===== src/rtl/intc_pkg.sv =====
// Shared definitions for the interrupt combiner.
// Assumes a fixed set of four software views selected by a two-bit code.
package intc_pkg;

    localparam int VIEW_W = 2;

    typedef enum logic [VIEW_W-1:0] {
        VIEW_RAW   = 2'd0,
        VIEW_FLAGS = 2'd1,
        VIEW_ENSET = 2'd2,
        VIEW_ENCLR = 2'd3
    } view_e;

endpackage


===== src/rtl/intc_src_bank.sv =====
// Source bank: one sticky flag per event position, nothing stored for
// level positions. Produces the raw view (flags ORed with live inputs).
// Assumes set/clear masks arrive already decoded for this cycle.
module intc_src_bank #(
    parameter int                N_SRC      = 12,
    parameter logic [N_SRC-1:0]  EVENT_MASK = '1
) (
    input  logic             clk,
    input  logic             rst_n,
    input  logic [N_SRC-1:0] src_i,
    input  logic [N_SRC-1:0] set_i,
    input  logic [N_SRC-1:0] clr_i,
    output logic [N_SRC-1:0] lat_o,
    output logic [N_SRC-1:0] raw_o
);

    // Level positions never look at the software masks.
    logic unused_lvl;
    assign unused_lvl = ^((set_i | clr_i) & ~EVENT_MASK);

    for (genvar g = 0; g < N_SRC; g++) begin : g_pos
        if (EVENT_MASK[g]) begin : g_evt
            logic flag_q;
            // Sticky flag: hardware or software set beats software clear.
            always_ff @(posedge clk) begin
                if (!rst_n) flag_q <= 1'b0;
                else        flag_q <= src_i[g] | set_i[g] | (flag_q & ~clr_i[g]);
            end
            assign lat_o[g] = flag_q;
        end else begin : g_lvl
            assign lat_o[g] = 1'b0;
        end
    end

    // Raw view merges stored flags and live inputs.
    assign raw_o = lat_o | src_i;

endmodule


===== src/rtl/intc_en_reg.sv =====
// Enable mask with separate set and clear strobes.
// Assumes set and clear never address the same cycle (distinct views).
module intc_en_reg #(
    parameter int N_SRC = 12
) (
    input  logic             clk,
    input  logic             rst_n,
    input  logic [N_SRC-1:0] set_i,
    input  logic [N_SRC-1:0] clr_i,
    output logic [N_SRC-1:0] en_o
);

    logic [N_SRC-1:0] en_q;

    // Apply set then clear masks; zero bits keep the stored value.
    always_ff @(posedge clk) begin
        if (!rst_n) en_q <= '0;
        else        en_q <= (en_q | set_i) & ~clr_i;
    end

    assign en_o = en_q;

endmodule


===== src/rtl/intc_read_port.sv =====
// Registered read mux over the four views, zero-extended to DATA_W.
// Assumes DATA_W >= N_SRC.
module intc_read_port #(
    parameter int N_SRC  = 12,
    parameter int DATA_W = 16
) (
    input  logic                 clk,
    input  logic                 rst_n,
    input  logic                 rd_en_i,
    input  intc_pkg::view_e      sel_i,
    input  logic [N_SRC-1:0]     raw_i,
    input  logic [N_SRC-1:0]     en_i,
    output logic [DATA_W-1:0]    rd_data_o
);

    import intc_pkg::*;

    logic [DATA_W-1:0] rd_q;
    logic [DATA_W-1:0] word_d;

    // Select the view and widen it.
    always_comb begin
        unique case (sel_i)
            VIEW_RAW:   word_d = DATA_W'(raw_i);
            VIEW_FLAGS: word_d = DATA_W'(raw_i & en_i);
            VIEW_ENSET: word_d = DATA_W'(en_i);
            VIEW_ENCLR: word_d = DATA_W'(en_i);
            default:    word_d = '0;
        endcase
    end

    // Capture on a read strobe, hold otherwise.
    always_ff @(posedge clk) begin
        if (!rst_n)       rd_q <= '0;
        else if (rd_en_i) rd_q <= word_d;
    end

    assign rd_data_o = rd_q;

endmodule


===== src/rtl/intc_combiner.sv =====
// Interrupt combiner top: decodes software writes into per-view masks,
// holds the source bank and enable mask, drives the combined interrupt.
// Assumes DATA_W >= N_SRC and a synchronous, single-clock register port.
module intc_combiner #(
    parameter int                N_SRC      = 12,
    parameter int                DATA_W     = 16,
    parameter logic [N_SRC-1:0]  EVENT_MASK = 12'h0FF
) (
    input  logic              clk,
    input  logic              rst_n,
    input  logic [N_SRC-1:0]  src_i,
    input  logic              wr_en_i,
    input  logic [1:0]        wr_addr_i,
    input  logic [DATA_W-1:0] wr_data_i,
    input  logic              rd_en_i,
    input  logic [1:0]        rd_addr_i,
    output logic [DATA_W-1:0] rd_data_o,
    output logic              irq_o
);

    import intc_pkg::*;

    view_e            wsel;
    view_e            rsel;
    logic [N_SRC-1:0] wbits;
    logic [N_SRC-1:0] flag_set, flag_clr, en_set, en_clr;
    logic [N_SRC-1:0] lat, raw, en_q;
    logic             unused_hi;

    assign wsel  = view_e'(wr_addr_i);
    assign rsel  = view_e'(rd_addr_i);
    assign wbits = wr_data_i[N_SRC-1:0];
    // Data bits above the source count are dropped on purpose.
    assign unused_hi = ^(wr_data_i >> N_SRC);

    // Decode one write into the four per-view masks.
    always_comb begin
        flag_set = '0;
        flag_clr = '0;
        en_set   = '0;
        en_clr   = '0;
        if (wr_en_i) begin
            unique case (wsel)
                VIEW_RAW:   flag_set = wbits & EVENT_MASK;
                VIEW_FLAGS: flag_clr = wbits & EVENT_MASK;
                VIEW_ENSET: en_set   = wbits;
                VIEW_ENCLR: en_clr   = wbits;
                default:    ;
            endcase
        end
    end

    intc_src_bank #(.N_SRC(N_SRC), .EVENT_MASK(EVENT_MASK)) u_bank (
        .clk   (clk),
        .rst_n (rst_n),
        .src_i (src_i),
        .set_i (flag_set),
        .clr_i (flag_clr),
        .lat_o (lat),
        .raw_o (raw)
    );

    intc_en_reg #(.N_SRC(N_SRC)) u_en (
        .clk   (clk),
        .rst_n (rst_n),
        .set_i (en_set),
        .clr_i (en_clr),
        .en_o  (en_q)
    );

    intc_read_port #(.N_SRC(N_SRC), .DATA_W(DATA_W)) u_rd (
        .clk       (clk),
        .rst_n     (rst_n),
        .rd_en_i   (rd_en_i),
        .sel_i     (rsel),
        .raw_i     (raw),
        .en_i      (en_q),
        .rd_data_o (rd_data_o)
    );

    // Combined interrupt, unregistered so live inputs show at once.
    assign irq_o = |(raw & en_q);

endmodule


===== config.mk =====
export PLATFORM = sky130hd
export DESIGN_NAME = intc_combiner
export DESIGN_NICKNAME = d
export VERILOG_FILES = /design/src/rtl/intc_pkg.sv /design/src/rtl/intc_src_bank.sv /design/src/rtl/intc_en_reg.sv /design/src/rtl/intc_read_port.sv /design/src/rtl/intc_combiner.sv
export SDC_FILE = /design/constraint.sdc
export NUM_CORES = 1
export LEC_CHECK = 0
export ABC_CLOCK_PERIOD_IN_PS = 1150
export BUFFER_PORTS_ARGS = -buffer_cell sky130_fd_sc_hd__buf_4
export CAP_MARGIN = 20
export CORE_MARGIN = 1
export CORE_UTILIZATION = 53
export CTS_BUF_LIST = sky130_fd_sc_hd__clkbuf_4
export CTS_CLUSTER_SIZE = 24
export DETAILED_ROUTE_END_ITERATION = 8
export PLACE_DENSITY = 0.82
export SYNTH_ARGS = -nofsm -noshare
export SYNTH_HDL_FRONTEND = slang
export SYNTH_SLANG_ARGS = --single-unit

===== constraint.sdc =====
create_clock -name clk -period 1.15 [get_ports clk]
set_clock_uncertainty 0.1 [all_clocks]
set_input_delay 0.115 -clock clk [delete_from_list [all_inputs] [get_ports clk]]
set_output_delay 0.115 -clock clk [all_outputs]
set_load 0.03 [all_outputs]

==> flow_results.xml, run 1 <==
<?xml version="1.0" encoding="UTF-8"?>
<metrics>
  <group name="clock_tree">
    <metric name="post_cts_buffers" unit="">0</metric>
    <metric name="cts.sink_count" unit="">32</metric>
    <metric name="tritoncts" unit="">yes</metric>
    <metric name="cts.reportedPaths.clkPinSlew" unit="ns">0.10</metric>
    <metric name="cts-root-buf" unit="">sky130_fd_sc_hd__clkbuf_4</metric>
    <metric name="cts.htree.levels" unit="">2</metric>
    <metric name="clock_latency_reported_for_the_late_side_of_the_worst_skew_pair" unit="ns">0.33</metric>
    <metric name="cts_buffers" unit="">5</metric>
    <metric name="cts.path.max_buffers" unit="">2</metric>
  </group>
  <group name="sta">
    <metric name="period_share" unit="%">144</metric>
    <metric name="final_period_minus_worst_setup_slack" unit="ns">1.65</metric>
    <metric name="setup_repair_after_global_routing_missed_its_margin" unit="">true</metric>
    <metric name="layout_setup_ws" unit="ns">-0.504</metric>
    <metric name="achievable-frequency" unit="GHz">0.605</metric>
    <metric name="setup_viol_count_final" unit="">1</metric>
    <metric name="finalHoldViolations" unit="">0</metric>
    <metric name="drv_slew" unit="">0</metric>
  </group>
  <group name="worst_setup_path">
    <metric name="timing.critical_path.arrival" unit="ns">1.44</metric>
    <metric name="critPathMaxStageDelay" unit="ns">0.40</metric>
    <metric name="flop2flop_setup_slack" unit="ns">0.01</metric>
    <metric name="timing.critical_path.from_type" unit="">flop</metric>
    <metric name="worst_r2r_path_depth" unit="">4</metric>
    <metric name="r2r_end" unit="">u_rd.rd_data_o[1]</metric>
    <metric name="required" unit="ns">0.94</metric>
    <metric name="crit_path_end_kind" unit="">output port</metric>
    <metric name="worstPathCellList" unit="">o21ai_2, nand4_1, or3_4, buf_6</metric>
    <metric name="timing.setup.critical_path_class" unit="">reg2out</metric>
    <metric name="path_max_fanout" unit="">2</metric>
    <metric name="critical_path.startpoint" unit="">u_bank.g_pos[5].g_evt.flag_q</metric>
    <metric name="critical_path.slowest_cell" unit="">sky130_fd_sc_hd__or3_4</metric>
    <metric name="worst_r2r_startpoint" unit="">u_bank.g_pos[1].g_evt.flag_q</metric>
  </group>
  <group name="place">
    <metric name="gpl.final_weighted_congestion" unit="">0.763</metric>
    <metric name="post-place-ws" unit="ns">-0.198</metric>
    <metric name="place.detailed.instances" unit="">287</metric>
    <metric name="dp.final_hpwl" unit="um">3040</metric>
    <metric name="placement.cell_area" unit="sq um">2250</metric>
    <metric name="io_buffer_count" unit="">44</metric>
  </group>
  <group name="synth">
    <metric name="dominant_combinational_cell_family_by_area_after_synthesis" unit="">compound AO/OA/AOI/OAI gates</metric>
    <metric name="ys_top_cells_by_area" unit="">sky130_fd_sc_hd__dfxtp_1 36%, sky130_fd_sc_hd__o211ai_2 4.2%, sky130_fd_sc_hd__mux2i_1 4.0%, sky130_fd_sc_hd__o31a_1 4.0%, sky130_fd_sc_hd__a21boi_2 3.8%</metric>
    <metric name="synth.top_cells.by_count" unit="">32 x sky130_fd_sc_hd__dfxtp_1, 10 x sky130_fd_sc_hd__nand2b_1</metric>
    <metric name="synthMuxAreaShare" unit="%">3.96</metric>
    <metric name="synth_sequential_area_ratio" unit="%">36.2</metric>
    <metric name="mappedNetlistArea" unit="sq um">1770</metric>
    <metric name="synth-seq-cells" unit="">32</metric>
    <metric name="compound_gate_portion_of_the_synthesized_area" unit="%">26.4</metric>
    <metric name="synthXorXnorAreaFrac" unit="%">0</metric>
    <metric name="synth_top_flop_cell" unit="">sky130_fd_sc_hd__dfxtp_1</metric>
    <metric name="post_synthesis_area_per_instance" unit="sq um">9.45</metric>
    <metric name="synth-simple-area-share" unit="%">23.1</metric>
    <metric name="synth_cells" unit="">187</metric>
    <metric name="yosys_warnings" unit="">0</metric>
    <metric name="yosysTopAreaCell" unit="">sky130_fd_sc_hd__dfxtp_1</metric>
    <metric name="ys_types" unit="">33</metric>
    <metric name="yosysTopAreaCellShare" unit="%">36.2</metric>
    <metric name="synth_most_common_cell" unit="">sky130_fd_sc_hd__dfxtp_1</metric>
    <metric name="post_synth_edffs" unit="">0</metric>
    <metric name="synthAdderAreaFrac" unit="%">0</metric>
    <metric name="synthArstFlopShare" unit="%">0</metric>
  </group>
  <group name="finish">
    <metric name="nFillCells" unit="">232</metric>
    <metric name="design_area" unit="sq um">2410</metric>
    <metric name="finalNonFillerCells" unit="">300</metric>
    <metric name="final_layout_size_suffix_gt1_share" unit="%">49.2</metric>
    <metric name="flow.area_growth_from_synthesis" unit="%">36.5</metric>
    <metric name="final_net_count" unit="">291</metric>
    <metric name="post_route_utilization" unit="%">77.8</metric>
    <metric name="n_antenna_cell" unit="">0</metric>
  </group>
  <group name="run_status">
    <metric name="status" unit="">finished with violations</metric>
    <metric name="failed_checks" unit="">negative setup slack</metric>
  </group>
  <group name="route">
    <metric name="routed_wirelength" unit="um">4660</metric>
    <metric name="drtIter0Drc" unit="">103</metric>
    <metric name="viasPerCell" unit="">5.62</metric>
    <metric name="drc" unit="">0</metric>
    <metric name="dr_total_vias" unit="">1685</metric>
    <metric name="drtAntennaViolNets" unit="">0</metric>
    <metric name="avgRoutedWirePerCell" unit="um">15.5</metric>
    <metric name="count_of_tritonroute_iterations_in_the_first_routing_pass" unit="">4</metric>
  </group>
  <group name="hold_path">
    <metric name="worst_hold_path.num_cells" unit="">3</metric>
    <metric name="hold_path.class" unit="">in2reg</metric>
    <metric name="worst_hold_path.endpoint" unit="">u_bank.g_pos[3].g_evt.flag_q</metric>
    <metric name="hold_path.startpoint" unit="">src_i[3]</metric>
  </group>
  <group name="global_route">
    <metric name="wire_length_of_the_first_global_routing_pass" unit="um">7060</metric>
    <metric name="grt_max_degree" unit="">34</metric>
    <metric name="grt_overflow" unit="">0</metric>
    <metric name="first_global_vias" unit="">1671</metric>
    <metric name="global_route.usage.total" unit="%">27.1</metric>
    <metric name="antenna_found_initial" unit="">0</metric>
  </group>
  <group name="floorplan">
    <metric name="start_util" unit="%">57.0</metric>
    <metric name="die-width" unit="um">59.8</metric>
    <metric name="vertical_die_dimension" unit="um">59.8</metric>
    <metric name="fp.coreArea" unit="sq um">3100</metric>
    <metric name="fp.dieArea" unit="sq um">3570</metric>
    <metric name="design.portCount" unit="">53</metric>
    <metric name="std_cell_rows" unit="">20</metric>
  </group>
  <group name="power_and_ir_drop">
    <metric name="power.static_leakage" unit="uW">0.00103</metric>
    <metric name="powerDensity" unit="nW/um^2">1040</metric>
    <metric name="vdd_ir_drop_max" unit="mV">0.697</metric>
    <metric name="post-layout-total-power" unit="uW">2510</metric>
  </group>
  <group name="run">
    <metric name="max_cap_violations" unit="">0</metric>
  </group>
</metrics>
[where the power goes]
group	leakage, uW	internal, uW	total, uW	switching (uW)
combinational	0.000734	332	643	312
clock	0.0000338	282	658	377
sequential	0.000265	1170	1210	38.3
[flip-flops by register name (all words and copies together) (netlist names)]
register,count
u_bank.g_pos.g_evt.flag_q,8
u_rd.rd_data_o,12
u_en.en_o,12
[cells by family after synthesis]
logic type | Yosys count
simple gates | 65
buf+inv | 27
flops | 32
compound gates | 55
other cells | 1
mux | 7
[layout by cell type, fill, tap and decap left out]
cell                            count
sky130_fd_sc_hd__a21boi_2           6
sky130_fd_sc_hd__nand2_1            6
sky130_fd_sc_hd__o211ai_2           6
sky130_fd_sc_hd__clkbuf_4           7
sky130_fd_sc_hd__a21boi_1           2
sky130_fd_sc_hd__clkinv_1           1
sky130_fd_sc_hd__dlygate4sd3_1      5
sky130_fd_sc_hd__conb_1             4
sky130_fd_sc_hd__buf_12             1
sky130_fd_sc_hd__a21boi_0           4
sky130_fd_sc_hd__o21ai_1            4
sky130_fd_sc_hd__or3_1              2
sky130_fd_sc_hd__or2b_2             2
sky130_fd_sc_hd__nand2b_1          10
sky130_fd_sc_hd__o21ai_2            4
sky130_fd_sc_hd__or3_4              7
sky130_fd_sc_hd__nor3_1             8
sky130_fd_sc_hd__o221ai_1           4
sky130_fd_sc_hd__mux2i_1            7
sky130_fd_sc_hd__o21a_1             8
sky130_fd_sc_hd__nor2_2             1
sky130_fd_sc_hd__buf_4             66
sky130_fd_sc_hd__a22oi_2            2
sky130_fd_sc_hd__buf_6              6
sky130_fd_sc_hd__dfxtp_1           22
sky130_fd_sc_hd__inv_1              7
sky130_fd_sc_hd__o31a_1             8
sky130_fd_sc_hd__a31o_2             5
sky130_fd_sc_hd__nand4_1            7
sky130_fd_sc_hd__dfxtp_2           10
sky130_fd_sc_hd__nand2_2            3
sky130_fd_sc_hd__and2_1             7
sky130_fd_sc_hd__and3_1             5
sky130_fd_sc_hd__o211ai_1           2
sky130_fd_sc_hd__nand3_1            7
[what timing repair did]
item / in CTS / in global routing
hold buffers: 3 / 2
resized for setup: 7 / 20
pin swaps: 2 / 10
setup endpoints to repair: 3 / 9
hold endpoints to repair: 3 / 2
[per-stage QoR]
step                setup TNS [ns]  hold WS [ns]
floorplan                 -0.00266         0.151
global placement            -0.191         0.252
detailed placement          -0.198         0.269
CTS                         -0.516       0.00594
global route                -0.693      -0.00162
finish                      -0.504        0.0116
[routing by layer]
layer | part of all wire (%) | track usage, % | up-vias
li1 | - | - | 805
met1 | 41 | 29.0 | 795
met2 | 52 | 48.9 | 73
met3 | 5.2 | 7.58 | 12
met4 | 2.2 | 12.6 | 0
met5 | 0 | 0 | -
[layout make-up]
class / count / area (sq um) / area share, %
timing repair buffer: 78 / 633 / 26.2
clock buffer: 7 / 52.6 / 2.18
clock inverter: 1 / 3.75 / 0.156
tap: 44 / 55.1 / 2.28
inverter: 7 / 26.3 / 1.09
sequential: 32 / 653 / 27.1
multi-input combinational: 131 / 990 / 41.0
[critical path: cells and delay by family, from the launching register on]
| kind | cells | cell delay (ns) |
|---|---|---|
| buffers and inverters | 1 | 0.15 |
| AOI/OAI and AO/OA | 1 | 0.11 |
| DFF | 1 | 0.34 |
| and+or+nand+nor | 2 | 0.50 |
[worst max path at each step]
stage / slack (ns) / cells after the start / end
after floorplan: -0.003 / 3 / irq_o
after global placement: -0.19 / 4 / irq_o
after detailed placement: -0.20 / 4 / irq_o
after CTS: -0.52 / 4 / irq_o
after global routing: -0.58 / 4 / irq_o
final: -0.50 / 4 / irq_o
Power figures use the tool's default switching activity.
==> run 2: changes to the inputs <==
--- a/config.mk
+++ b/config.mk
@@ -9,11 +9,11 @@
 export BUFFER_PORTS_ARGS = -buffer_cell sky130_fd_sc_hd__buf_4
 export CAP_MARGIN = 20
 export CORE_MARGIN = 1
-export CORE_UTILIZATION = 53
-export CTS_BUF_LIST = sky130_fd_sc_hd__clkbuf_4
+export CORE_UTILIZATION = 51
+export CTS_BUF_LIST = sky130_fd_sc_hd__clkbuf_4 sky130_fd_sc_hd__clkbuf_8 sky130_fd_sc_hd__clkbuf_16
 export CTS_CLUSTER_SIZE = 24
 export DETAILED_ROUTE_END_ITERATION = 8
-export PLACE_DENSITY = 0.82
+export PLACE_DENSITY = 0.79
 export SYNTH_ARGS = -nofsm -noshare
 export SYNTH_HDL_FRONTEND = slang
 export SYNTH_SLANG_ARGS = --single-unit
==> run 2 against run 1 <==
The flow still finishes with violations (negative setup slack). Clock power rose by 10%. Final cell count rose by 2.3%. Cell area rose by 1.7%. Global-route usage fell by 2.0 points. Routed wire length fell by 4.5%. Critical path type unchanged. Highest routed layer unchanged.
==> flow_results.xml, run 2 (same netlist as run 1, synthesis figures left out) <==
<?xml version="1.0" encoding="UTF-8"?>
<metrics>
  <group name="power_and_ir_drop">
    <metric name="seq_power_share" unit="%">46.7</metric>
    <metric name="total_switching_power" unit="uW">724</metric>
    <metric name="pwr-share-clk" unit="%">28.1</metric>
    <metric name="powerDensity" unit="nW/um^2">1050</metric>
    <metric name="power_report.internal_total" unit="uW">1860</metric>
    <metric name="power_switching_share" unit="%">28.0</metric>
    <metric name="pwr-share-comb" unit="%">25.1</metric>
    <metric name="vdd_ir_drop_max" unit="mV">0.542</metric>
    <metric name="power.static_leakage" unit="uW">0.00106</metric>
  </group>
  <group name="place">
    <metric name="post-place-ws" unit="ns">-0.201</metric>
    <metric name="io_buffer_count" unit="">44</metric>
    <metric name="gpl.final_weighted_congestion" unit="">0.744</metric>
    <metric name="place.detailed.instances" unit="">293</metric>
    <metric name="dp.final_hpwl" unit="um">2860</metric>
  </group>
  <group name="route">
    <metric name="drc" unit="">0</metric>
    <metric name="dr_total_vias" unit="">1680</metric>
    <metric name="drtIter0Drc" unit="">62</metric>
    <metric name="count_of_tritonroute_iterations_in_the_first_routing_pass" unit="">4</metric>
    <metric name="routed_wirelength" unit="um">4450</metric>
    <metric name="avgRoutedWirePerCell" unit="um">14.5</metric>
    <metric name="drtAntennaViolNets" unit="">0</metric>
    <metric name="viasPerCell" unit="">5.47</metric>
  </group>
  <group name="clock_tree">
    <metric name="tritoncts" unit="">yes</metric>
    <metric name="cts_buffers" unit="">5</metric>
    <metric name="cts.path.max_buffers" unit="">2</metric>
    <metric name="cts-root-buf" unit="">sky130_fd_sc_hd__clkbuf_4</metric>
    <metric name="cts.htree.levels" unit="">2</metric>
    <metric name="clock_latency_reported_for_the_late_side_of_the_worst_skew_pair" unit="ns">0.33</metric>
    <metric name="cts.sink_count" unit="">32</metric>
    <metric name="cts.reportedPaths.clkPinSlew" unit="ns">0.10</metric>
  </group>
  <group name="global_route">
    <metric name="antenna_found_initial" unit="">0</metric>
    <metric name="wire_length_of_the_first_global_routing_pass" unit="um">6760</metric>
    <metric name="grt_overflow" unit="">0</metric>
    <metric name="first_global_vias" unit="">1438</metric>
    <metric name="global_route.usage.total" unit="%">25.1</metric>
    <metric name="grt_max_degree" unit="">34</metric>
  </group>
  <group name="worst_setup_path">
    <metric name="worstPathBufferInverterCount" unit="">1</metric>
    <metric name="required" unit="ns">0.94</metric>
    <metric name="timing.critical_path.arrival" unit="ns">1.51</metric>
    <metric name="flop2flop_setup_slack" unit="ns">-0.02</metric>
    <metric name="timing.critical_path.from_type" unit="">flop</metric>
    <metric name="path_max_fanout" unit="">2</metric>
    <metric name="critical_path.slowest_cell" unit="">sky130_fd_sc_hd__or3_4</metric>
    <metric name="cp_top_family" unit="">simple AND/OR/NAND/NOR gates</metric>
    <metric name="timing.setup.critical_path_class" unit="">reg2out</metric>
    <metric name="critPathMaxStageDelay" unit="ns">0.37</metric>
    <metric name="worstPathCellList" unit="">o21ai_2, nand4_1, or3_4, buf_6</metric>
    <metric name="crit_path_end_kind" unit="">output port</metric>
  </group>
  <group name="floorplan">
    <metric name="fp.dieArea" unit="sq um">3710</metric>
    <metric name="die-width" unit="um">60.9</metric>
    <metric name="fp.coreArea" unit="sq um">3340</metric>
    <metric name="std_cell_rows" unit="">21</metric>
    <metric name="start_util" unit="%">53.0</metric>
    <metric name="design.portCount" unit="">53</metric>
    <metric name="vertical_die_dimension" unit="um">60.9</metric>
  </group>
  <group name="sta">
    <metric name="fin_worst_hold_slack" unit="ns">0.0115</metric>
    <metric name="period_share" unit="%">150</metric>
    <metric name="finalHoldViolations" unit="">0</metric>
    <metric name="drv_slew" unit="">0</metric>
    <metric name="final.setup.tns" unit="ns">-0.597</metric>
    <metric name="final_period_minus_worst_setup_slack" unit="ns">1.72</metric>
    <metric name="layout_setup_ws" unit="ns">-0.574</metric>
    <metric name="setup_repair_after_global_routing_missed_its_margin" unit="">true</metric>
    <metric name="setup_viol_count_final" unit="">3</metric>
    <metric name="achievable-frequency" unit="GHz">0.580</metric>
  </group>
  <group name="run_status">
    <metric name="status" unit="">finished with violations</metric>
    <metric name="failed_checks" unit="">negative setup slack</metric>
  </group>
  <group name="finish">
    <metric name="n_antenna_cell" unit="">0</metric>
    <metric name="post_route_utilization" unit="%">73.5</metric>
    <metric name="flow.area_growth_from_synthesis" unit="%">38.8</metric>
    <metric name="layout.cells.most_common" unit="">sky130_fd_sc_hd__buf_4</metric>
    <metric name="finalNonFillerCells" unit="">307</metric>
    <metric name="final_layout_size_suffix_gt1_share" unit="%">49.4</metric>
    <metric name="highest_count_cells_in_the_layout_ignoring_fill_and_taps" unit="">72 x sky130_fd_sc_hd__buf_4, 24 x sky130_fd_sc_hd__dfxtp_1, 10 x sky130_fd_sc_hd__nand2b_1</metric>
    <metric name="final_net_count" unit="">296</metric>
  </group>
  <group name="hold_path">
    <metric name="hold_path.class" unit="">in2reg</metric>
  </group>
  <group name="run">
    <metric name="max_cap_violations" unit="">0</metric>
  </group>
</metrics>
[run 2: per-layer routing]
layer	up-vias	part of all wire [%]	GRT usage, %
met3	8	4.6	6.61
met1	791	46	35.0
met4	0	1.6	5.84
li1	820	-	-
met5	-	0	0
met2	61	48	38.9
[run 2: metrics by stage]
step                      area (sq um)  total power, uW
after floorplan                   1780             1580
after global placement            2280             1820
after detailed placement          2280             1830
after CTS                         2410             2580
after global routing              2450             2720
final                             2450             2590
[run 2: area by class of cell]
class	instances	area [sq um]
clock buffers	8	66.3
fillers	282	883
inverters	7	26.3
multi-input cells	131	986
flip-flops and latches	32	651
well taps	46	57.6
repair buffers	83	667
[run 2: power groups by stage]
stage / clock, uW / sequential, uW / combinational (uW)
final: 727 / 1210 / 650
after global routing: 809 / 1220 / 694
after CTS: 751 / 1200 / 629
after detailed placement: 0 / 1220 / 606
after global placement: 0 / 1220 / 597
after floorplan: 0 / 1260 / 317
[run 2: repair_timing]
action                                 in CTS  in global routing
gates resized for setup                     8                 15
hold buffers                                5                  0
pin swaps                                   3                  8
setup endpoints to repair                   3                  9
setup buffers                               0                  1
endpoints found under the hold margin       5                  0
[run 2: path summary, 6_finish.rpt]
check	startpoint	end	cells after the start
min reg2reg	u_rd.rd_data_o[0]	u_rd.rd_data_o[0]	2
max reg2reg	u_bank.g_pos[0].g_evt.flag_q	u_rd.rd_data_o[0]	4
min	src_i[6]	u_bank.g_pos[6].g_evt.flag_q	3
max	u_bank.g_pos[1].g_evt.flag_q	irq_o	4
[run 2: tightest hold or removal path, stage by stage]
cell	delay, ns
sky130_fd_sc_hd__buf_4	0.08
sky130_fd_sc_hd__buf_4	0.10
sky130_fd_sc_hd__o31a_1	0.12
==> run 3: changes to the inputs <==
--- a/config.mk
+++ b/config.mk
@@ -5,15 +5,16 @@
 export SDC_FILE = /design/constraint.sdc
 export NUM_CORES = 1
 export LEC_CHECK = 0
+export ABC_AREA = 1
 export ABC_CLOCK_PERIOD_IN_PS = 1150
 export BUFFER_PORTS_ARGS = -buffer_cell sky130_fd_sc_hd__buf_4
 export CAP_MARGIN = 20
 export CORE_MARGIN = 1
-export CORE_UTILIZATION = 51
+export CORE_UTILIZATION = 48
 export CTS_BUF_LIST = sky130_fd_sc_hd__clkbuf_4 sky130_fd_sc_hd__clkbuf_8 sky130_fd_sc_hd__clkbuf_16
 export CTS_CLUSTER_SIZE = 24
 export DETAILED_ROUTE_END_ITERATION = 8
-export PLACE_DENSITY = 0.79
+export PLACE_DENSITY = 0.78
 export SYNTH_ARGS = -nofsm -noshare
 export SYNTH_HDL_FRONTEND = slang
 export SYNTH_SLANG_ARGS = --single-unit
==> run 3 against run 2 <==
The flow finishes with violations (design-rule violations, negative setup slack). Utilization up 0.067 points. Count of clock-buffer cells in the layout decreased by 1. Critical endpoint unchanged. Global-route usage grew 1.2 points. Final cell count down 1.6%.
==> flow_results.xml, run 3 <==
<?xml version="1.0" encoding="UTF-8"?>
<metrics>
  <group name="worst_setup_path">
    <metric name="worst_r2r_startpoint" unit="">u_bank.g_pos[0].g_evt.flag_q</metric>
    <metric name="critical_path.startpoint" unit="">u_bank.g_pos[0].g_evt.flag_q</metric>
    <metric name="path_max_fanout" unit="">2</metric>
    <metric name="crit_path_end_kind" unit="">output port</metric>
    <metric name="timing.critical_path.arrival" unit="ns">1.24</metric>
    <metric name="required" unit="ns">0.94</metric>
    <metric name="timing.setup.critical_path_class" unit="">reg2out</metric>
    <metric name="worst_r2r_path_depth" unit="">5</metric>
    <metric name="r2r_end" unit="">u_rd.rd_data_o[0]</metric>
    <metric name="timing.critical_path.from_type" unit="">flop</metric>
    <metric name="flop2flop_setup_slack" unit="ns">0.09</metric>
  </group>
  <group name="global_route">
    <metric name="grt_overflow" unit="">0</metric>
    <metric name="first_global_vias" unit="">1468</metric>
    <metric name="antenna_found_initial" unit="">0</metric>
    <metric name="grt_max_degree" unit="">26</metric>
    <metric name="global_route.usage.total" unit="%">26.3</metric>
    <metric name="wire_length_of_the_first_global_routing_pass" unit="um">6520</metric>
  </group>
  <group name="finish">
    <metric name="finalNonFillerCells" unit="">302</metric>
    <metric name="multiInputGateArea" unit="sq um">726</metric>
    <metric name="highest_count_cells_in_the_layout_ignoring_fill_and_taps" unit="">47 x sky130_fd_sc_hd__buf_4, 36 x sky130_fd_sc_hd__a21oi_1, 31 x sky130_fd_sc_hd__nand2_1, 31 x sky130_fd_sc_hd__o21ai_0, 27 x sky130_fd_sc_hd__dfxtp_1</metric>
    <metric name="regArea" unit="sq um">647</metric>
    <metric name="flow.area_growth_from_synthesis" unit="%">41.5</metric>
    <metric name="n_antenna_cell" unit="">0</metric>
    <metric name="layout.cells.most_common" unit="">sky130_fd_sc_hd__buf_4</metric>
    <metric name="final_layout_size_suffix_gt1_share" unit="%">25.1</metric>
    <metric name="nFillCells" unit="">242</metric>
    <metric name="post_route_utilization" unit="%">73.6</metric>
    <metric name="final_net_count" unit="">306</metric>
  </group>
  <group name="hold_path">
    <metric name="hold_path.class" unit="">in2reg</metric>
    <metric name="worst_hold_path.num_cells" unit="">4</metric>
    <metric name="worst_hold_path.endpoint" unit="">u_en.en_o[0]</metric>
    <metric name="hold_path.startpoint" unit="">wr_data_i[0]</metric>
  </group>
  <group name="sta">
    <metric name="final.setup.tns" unit="ns">-0.306</metric>
    <metric name="fin_worst_hold_slack" unit="ns">0.0123</metric>
    <metric name="layout_setup_ws" unit="ns">-0.306</metric>
    <metric name="period_share" unit="%">127</metric>
    <metric name="setup_viol_count_final" unit="">1</metric>
    <metric name="achievable-frequency" unit="GHz">0.687</metric>
    <metric name="finalHoldViolations" unit="">0</metric>
    <metric name="final_period_minus_worst_setup_slack" unit="ns">1.46</metric>
    <metric name="drv_slew" unit="">0</metric>
    <metric name="setup_repair_after_global_routing_missed_its_margin" unit="">true</metric>
  </group>
  <group name="run">
    <metric name="max_cap_violations" unit="">0</metric>
  </group>
  <group name="synth">
    <metric name="synthArstFlopShare" unit="%">0</metric>
    <metric name="synth.top_cells.by_count" unit="">39 x sky130_fd_sc_hd__o21ai_0, 36 x sky130_fd_sc_hd__a21oi_1, 32 x sky130_fd_sc_hd__dfxtp_1, 31 x sky130_fd_sc_hd__nand2_1, 24 x sky130_fd_sc_hd__nor2_1</metric>
    <metric name="yosys_warnings" unit="">0</metric>
    <metric name="post_synthesis_area_per_instance" unit="sq um">7.07</metric>
    <metric name="post_synth_edffs" unit="">0</metric>
    <metric name="synth_most_common_cell" unit="">sky130_fd_sc_hd__o21ai_0</metric>
    <metric name="yosysTopAreaCell" unit="">sky130_fd_sc_hd__dfxtp_1</metric>
    <metric name="synth-seq-cells" unit="">32</metric>
    <metric name="synth_sequential_area_ratio" unit="%">43.5</metric>
    <metric name="yosysTopAreaCellShare" unit="%">43.5</metric>
    <metric name="ys_types" unit="">18</metric>
    <metric name="mappedNetlistArea" unit="sq um">1470</metric>
    <metric name="ys_top_cells_by_area" unit="">sky130_fd_sc_hd__dfxtp_1 44%, sky130_fd_sc_hd__o21ai_0 13%, sky130_fd_sc_hd__a21oi_1 12%, sky130_fd_sc_hd__nand2_1 7.9%, sky130_fd_sc_hd__nor2_1 6.1%</metric>
    <metric name="synth_cells" unit="">208</metric>
    <metric name="synth_top_flop_cell" unit="">sky130_fd_sc_hd__dfxtp_1</metric>
  </group>
  <group name="clock_tree">
    <metric name="cts-root-buf" unit="">sky130_fd_sc_hd__clkbuf_4</metric>
    <metric name="cts.path.max_buffers" unit="">2</metric>
    <metric name="cts.htree.levels" unit="">2</metric>
    <metric name="tritoncts" unit="">yes</metric>
    <metric name="clock_latency_reported_for_the_late_side_of_the_worst_skew_pair" unit="ns">0.34</metric>
    <metric name="cts.reportedPaths.clkPinSlew" unit="ns">0.10</metric>
    <metric name="cts_buffers" unit="">5</metric>
    <metric name="cts.sink_count" unit="">32</metric>
  </group>
  <group name="power_and_ir_drop">
    <metric name="power_switching_share" unit="%">27.4</metric>
    <metric name="powerDensity" unit="nW/um^2">1320</metric>
    <metric name="power_report.internal_total" unit="uW">1990</metric>
    <metric name="vdd_ir_drop_max" unit="mV">0.999</metric>
    <metric name="seq_power_share" unit="%">44.2</metric>
    <metric name="post-layout-total-power" unit="uW">2740</metric>
    <metric name="pwr-share-comb" unit="%">20.0</metric>
    <metric name="pwr-share-clk" unit="%">35.8</metric>
    <metric name="power.static_leakage" unit="uW">0.000960</metric>
    <metric name="total_switching_power" unit="uW">751</metric>
  </group>
  <group name="route">
    <metric name="drtIter0Drc" unit="">119</metric>
    <metric name="drtAntennaViolNets" unit="">0</metric>
    <metric name="avgRoutedWirePerCell" unit="um">13.5</metric>
    <metric name="drc" unit="">6</metric>
    <metric name="count_of_tritonroute_iterations_in_the_first_routing_pass" unit="">8</metric>
    <metric name="dr_total_vias" unit="">1620</metric>
    <metric name="viasPerCell" unit="">5.36</metric>
    <metric name="routed_wirelength" unit="um">4090</metric>
  </group>
  <group name="place">
    <metric name="dp.final_hpwl" unit="um">2470</metric>
    <metric name="gpl.final_weighted_congestion" unit="">0.818</metric>
    <metric name="place.detailed.instances" unit="">277</metric>
    <metric name="io_buffer_count" unit="">44</metric>
  </group>
  <group name="run_status">
    <metric name="status" unit="">finished with violations</metric>
    <metric name="failed_checks" unit="">design-rule violations, negative setup slack</metric>
  </group>
  <group name="floorplan">
    <metric name="fp.coreArea" unit="sq um">2830</metric>
    <metric name="start_util" unit="%">52.0</metric>
    <metric name="fp.dieArea" unit="sq um">3290</metric>
    <metric name="design.portCount" unit="">53</metric>
    <metric name="std_cell_rows" unit="">19</metric>
    <metric name="vertical_die_dimension" unit="um">57.4</metric>
    <metric name="die-width" unit="um">57.4</metric>
  </group>
</metrics>
## run 3: cell families (layout without fill, tap and decap cells)
| kind of cell | Yosys count | count (layout) | synth area share [%] |
|---|---|---|---|
| flops | 32 | 32 | 43.5 |
| buf+inv | 24 | 84 | 8.59 |
| simple gates | 59 | 59 | 15.6 |
| other cells | 1 | 4 | 0.255 |
| compound gates | 92 | 92 | 32.0 |
## run 3: through the flow
step	cell area, sq um	setup WS, ns
after floorplan	1480	0.0998
after global placement	1800	-0.00654
after detailed placement	1800	0.00695
after CTS	2080	-0.288
after global routing	2080	-0.343
final	2080	-0.306
## run 3: how the worst max path moves through the flow
stage / to / cells past startpoint
after floorplan: irq_o / 4
after global placement: irq_o / 5
after detailed placement: irq_o / 5
after CTS: irq_o / 5
after global routing: irq_o / 5
final: irq_o / 5
## run 3: what timing repair did
item / in CTS / in global routing
pin swaps: 4 / 0
resized for setup: 15 / 2
setup endpoints to repair: 1 / 1
hold buffers: 17 / 0
hold endpoints to repair: 23 / 0
buffers inserted: 0 / 0
## run 3: final cells by class
class	instances	area share, %
Multi-Input combinational cell	155	34.9
Sequential cell	32	31.1
Timing Repair Buffer	65	25.7
Clock buffer	7	3.12
Inverter	11	1.98
Tap cell	31	1.86
Clock inverter	1	1.44
## run 3: critical path: stages (launching register included)
cell and delay, ns:
sky130_fd_sc_hd__dfxtp_2 0.34, sky130_fd_sc_hd__o21ai_2 0.12, sky130_fd_sc_hd__nand2_1 0.07, sky130_fd_sc_hd__nor2_2 0.12
sky130_fd_sc_hd__nand3_1 0.09, sky130_fd_sc_hd__buf_6 0.15
## run 3: layer usage
layer  share of wire, %  track usage, %  wire (um)
met5                  0               0          0
met4                1.3            12.9         53
met3                6.6            4.99        269
met2                 48            43.9       1950
met1                 44            32.5       1820
## run 3: power by group through the flow
stage	Clock (uW)	Combinational, uW	Sequential [uW]
floorplan	0	239	1280
global placement	0	476	1230
detailed placement	0	482	1230
CTS	982	538	1210
global route	1030	595	1220
finish	981	548	1210
